## src/rtl/sched_runctl.sv

```systemverilog
module sched_runctl #(
  parameter int FRAME_TICKS = 1000,
  parameter int FNUM_W      = 11,
  parameter int POS_W       = 8,
  localparam int TIMER_W    = (FRAME_TICKS > 1) ? $clog2(FRAME_TICKS) : 1
) (
  input  logic              clk,
  input  logic              rst_n,
  input  logic              cmd_wr,
  input  logic              cmd_run_wdata,
  input  logic              cmd_dbg_wdata,
  input  logic              fnum_wr,
  input  logic [FNUM_W-1:0] fnum_wdata,
  input  logic              sts_wr,
  input  logic [15:0]       sts_wdata,
  input  logic              tick,
  input  logic              td_fetch,
  input  logic              cmd_done,
  input  logic              fatal_err,
  output logic              run_bit,
  output logic              dbg_bit,
  output logic              hc_running,
  output logic              executing,
  output logic [FNUM_W-1:0] frame_num,
  output logic [TIMER_W-1:0] frame_timer,
  output logic [POS_W-1:0]  list_pos,
  output logic [15:0]       status,
  output logic              sys_reset_req
);
  localparam logic [15:0] STS_MASK = 16'h0030;
  localparam logic [15:0] HALT_BIT = 16'h0020;
  localparam logic [15:0] PERR_BIT = 16'h0010;
  localparam logic [TIMER_W-1:0] TIMER_LAST = TIMER_W'(FRAME_TICKS - 1);

  logic accept_fetch, stop_evt, start_evt, wrap;
  logic [15:0] hw_set, hw_clr, sw_clr;

  assign accept_fetch = td_fetch & hc_running & run_bit & ~executing & ~fatal_err;
  assign stop_evt     = hc_running & ~run_bit & ~executing;
  assign start_evt    = ~hc_running & run_bit;
  assign wrap         = hc_running & tick & (frame_timer == TIMER_LAST);

  assign hw_set = (stop_evt ? HALT_BIT : 16'h0) | (fatal_err ? PERR_BIT : 16'h0);
  assign hw_clr = start_evt ? HALT_BIT : 16'h0;
  assign sw_clr = sts_wr ? sts_wdata : 16'h0;

  always_ff @(posedge clk) begin
    if (!rst_n) begin
      run_bit <= 1'b0;
      dbg_bit <= 1'b0;
    end else begin
      if (fatal_err)
        run_bit <= 1'b0;
      else if (cmd_wr)
        run_bit <= cmd_run_wdata;
      else if (accept_fetch && dbg_bit)
        run_bit <= 1'b0;
      if (cmd_wr)
        dbg_bit <= cmd_dbg_wdata;
    end
  end

  always_ff @(posedge clk) begin
    if (!rst_n) begin
      hc_running <= 1'b0;
      executing  <= 1'b0;
    end else begin
      if (start_evt)
        hc_running <= 1'b1;
      else if (stop_evt)
        hc_running <= 1'b0;
      if (fatal_err)
        executing <= 1'b0;
      else if (accept_fetch)
        executing <= 1'b1;
      else if (cmd_done)
        executing <= 1'b0;
    end
  end

  always_ff @(posedge clk) begin
    if (!rst_n) begin
      frame_timer <= '0;
      list_pos    <= '0;
      frame_num   <= '0;
    end else begin
      if (stop_evt && !dbg_bit)
        frame_timer <= '0;
      else if (hc_running && tick)
        frame_timer <= wrap ? '0 : frame_timer + 1'b1;

      if (stop_evt && !dbg_bit)
        list_pos <= '0;
      else if (wrap)
        list_pos <= accept_fetch ? POS_W'(1) : '0;
      else if (accept_fetch)
        list_pos <= list_pos + 1'b1;

      if (fnum_wr && !run_bit)
        frame_num <= fnum_wdata;
      else if (wrap)
        frame_num <= frame_num + 1'b1;
    end
  end

  always_ff @(posedge clk) begin
    if (!rst_n) begin
      status        <= 16'h0000;
      sys_reset_req <= 1'b0;
    end else begin
      status        <= (((status & ~sw_clr) | hw_set) & ~hw_clr) & STS_MASK;
      sys_reset_req <= fatal_err;
    end
  end
endmodule

```

## config.mk

```make
export PLATFORM = sky130hd
export DESIGN_NAME = sched_runctl
export DESIGN_NICKNAME = d
export VERILOG_FILES = /design/src/rtl/sched_runctl.sv
export SDC_FILE = /design/constraint.sdc
export NUM_CORES = 1
export LEC_CHECK = 0
export ABC_AREA = 0
export BUFFER_PORTS_ARGS = -buffer_cell sky130_fd_sc_hd__buf_2
export CORE_MARGIN = 4
export CORE_UTILIZATION = 46
export CTS_CLUSTER_SIZE = 16
export DETAILED_ROUTE_END_ITERATION = 8
export PLACE_DENSITY = 0.8
export SYNTH_ARGS = -nofsm -noshare
export SYNTH_HDL_FRONTEND = slang
export SYNTH_SLANG_ARGS = --single-unit
```

## constraint.sdc

```tcl
create_clock -name clk -period 2.31 [get_ports clk]
set_input_delay 0.3465 -clock clk [delete_from_list [all_inputs] [get_ports clk]]
set_output_delay 0.3465 -clock clk [all_outputs]
set_load 0.02 [all_outputs]
```

==> impl_metrics.ini <==
[worst_setup_path]
r2r_end = frame_num[5]
reg2reg_slack_ns = 0.14
cp-start-kind = flop
critical-path-max-stage-delay_ns = 0.69
slowest_stage = or4_1
path_buf_inv = 0
crit_path_cell_trace = ha_1 > nand4_1 > or4_1 > or3_2 > a31oi_1
cp_max_fo = 8
crit_arrival_ns = 2.38
reg2reg_from = frame_timer[0]
reg2reg_depth = 5
end_kind = flop
critical_path_required_ns = 2.53
cp_top_family = simple AND/OR/NAND/NOR gates
critical_path_class = flop to flop

[global_routing]
use_met2 = 0.291
antenna_found_initial = 0
grt_pass1_vias = 1689
grt_max_degree = 23
use_met1 = 0.211
grt_pass1_wl_um = 7250
busiest_layer = met2
grt_overflow_total = 0
grt.met3_usage = 0.0526
grt_use_total = 0.176

[die]
die_area_mm2 = 0.00505
core_mm2 = 0.00374
io-pin-count = 88
start_util = 0.489
fp.dieW_um = 71.1
num_rows = 22
die_h_um = 71.1

[detailed_routing]
antenna_left = 0
wl_um = 4250
wire_per_inst_um = 12.5
drt_pass1_iterations = 4
vias = 1768
drt-initial-drc-count = 97
vias_per_cell = 5.20
drc = 0

[cts]
cts_htree_levels = 2
post_cts_resized = 0
clkSlewWorstSetupHoldPaths_ns = 0.07
cts_hold_buf = 0
cts_buffer_depth = 2
cts_tree = done
postCtsSetupBuffers = 0
numClockSinks = 36
clkLatencyLatePin_ns = 0.29
numCtsBuffers = 5
cts-root-buf = clkbuf_8

[final_layout]
layout.nets = 332
num_antenna_cells = 0
area_delta_synth_final_pct = 23.9
drive_gt1_frac = 0.288

[sta]
rsz0062_at_grt = no
report.final.slew_viol_count = 0
fin_crit_sh = 0.938
setup_slack_ns = 0.142
tns_ns = 0
finalHoldViolCount = 0
hold_slack_ns = 0.313
setup_viol = 0
max_clock_freq_mhz = 461
skew_ns = 0.00462
period_needed_ns = 2.17

[place]
portBuffers = 59
dp_slack_ns = 0.153
hpwl_um = 3240
gp_congestion = 0.730

[outcome]
run_status = completed

[synthesis]
seq_area_frac_synth = 0.394
synth_area_mm2 = 0.00183
synth_top_area_cell = dfxtp_1
ys_warn_count = 0
synth_top_area_frac = 0.394
synth.area.top_cells = dfxtp_1 39%, xnor2_1 6.7%, buf_4 5.7%, nor2_1 5.5%, nand2_1 3.9%
syn_inst = 224
synth_seq_cells = 36
avgSynthCellArea_um2 = 8.17
synth_cell_types = 37

[job]
cap_viol_max_count = 0

[worst_hold_path]
hold_start = cmd_run_wdata
holdPathStages = 3
hp-class = input pin to flop
min_delay_worst_endpoint = run_bit

[power]
ir_drop_mv = 0.270
total_power_uw = 1280
p_per_area_mw_per_mm2 = 565
p_leak_uw = 0.000962
[state kept, by name, summed over array words and instances, names as in the netlist]
| name | flops |
|---|---|
| sys_reset_req | 1 |
| list_pos | 8 |
| frame_num | 11 |
| hc_running | 1 |
| dbg_bit | 1 |
| executing | 1 |
| status | 2 |
| frame_timer | 10 |
| run_bit | 1 |
[worst register-to-register path: cells and delay by family (launching register included)]
kind | cells | cell delay (ns)
adders and majority gates | 1 | 0.19
AOI/OAI and AO/OA | 1 | 0.18
and+or+nand+nor | 3 | 1.38
DFF | 1 | 0.35
[per-layer routing]
| metal | vias up | share of wire |
|---|---|---|
| met2 | 64 | 0.46 |
| met3 | 9 | 0.078 |
| met1 | 803 | 0.44 |
| li1 | 892 | - |
| met5 | - | 0 |
| met4 | 0 | 0.016 |
[worst max-delay path by stage]
stage / cells past startpoint / endpoint / startpoint / slack, ns
3_5_place_dp: 5 / frame_num[7] / frame_timer[0] / 0.15
2_1_floorplan: 6 / frame_num[9] / frame_timer[0] / 0.01
4_1_cts: 4 / frame_num[9] / frame_timer[3] / 0.15
5_1_grt: 5 / frame_num[9] / frame_timer[0] / 0.02
3_3_place_gp: 4 / frame_num[7] / frame_timer[3] / 0.21
6_report: 5 / frame_num[5] / frame_timer[0] / 0.14
[cells in the mapped netlist (all sizes together)]
cell type  count
dfxtp         36
nor2          27
nand2         19
buf           15
xnor2         14
o21ai         13
a21oi         12
nand3         10
clkbuf         8
nand4          8
inv            7
nor4           6
a31oi          5
nor3           5
xor2           5
nand2b         4
o31ai          4
or4            4
ha             3
or3            3
mux2i          2
a211o          1
a211oi         1
a21boi         1
a31o           1
and2           1
and4           1
conb           1
mux2           1
nand4b         1
nand4bb        1
nor3b          1
o22a           1
or3b           1
or4b           1
[cells by family after synthesis]
group / count (synthesis) / share of synthesized area
compound gates: 39 / 0.124
xor+xnor: 19 / 0.0909
fa+ha+maj: 3 / 0.0205
buf+inv: 30 / 0.0923
flops: 36 / 0.394
mux: 3 / 0.0171
other cells: 1 / 0.00205
simple gates: 93 / 0.259
[power breakdown]
group / total (uW) / internal [uW] / switching, uW
combinational: 150 / 53.5 / 96.8
clock: 468 / 238 / 230
sequential: 662 / 640 / 21.8
[metrics by stage]
stage	std cells	util	instance area [um^2]
final	340	0.606	2270
after global routing	340	0.606	2270
after CTS	340	0.606	2270
after detailed placement	332	0.581	2170
after global placement	332	0.581	2170
after floorplan	237	-	1880
[placed cells by master (no fill, tap or decap), types with 2 or more instances in the layout]
cell type,n
o31ai_1,4
a21oi_1,12
nand3_1,10
dfxtp_1,36
buf_4,11
xnor2_1,14
nand2_1,19
nor4_1,6
clkinv_2,2
clkbuf_8,6
xor2_1,5
or4_1,4
nand4_1,8
nor2_1,27
nand2b_1,4
conb_1,14
mux2i_1,2
o21ai_0,13
buf_2,59
inv_1,7
nor3_1,5
or3_2,3
ha_1,3
a31oi_1,5
[cell type report]
cell class	instances	area (um^2)
Timing Repair Buffer	70	378
Tap cell	48	60.1
Clock inverter	2	10.0
Sequential cell	36	721
Multi-Input combinational cell	171	990
Fill cell	367	1480
Clock buffer	6	82.6
Inverter	7	26.3
Power figures use the tool's default switching activity.
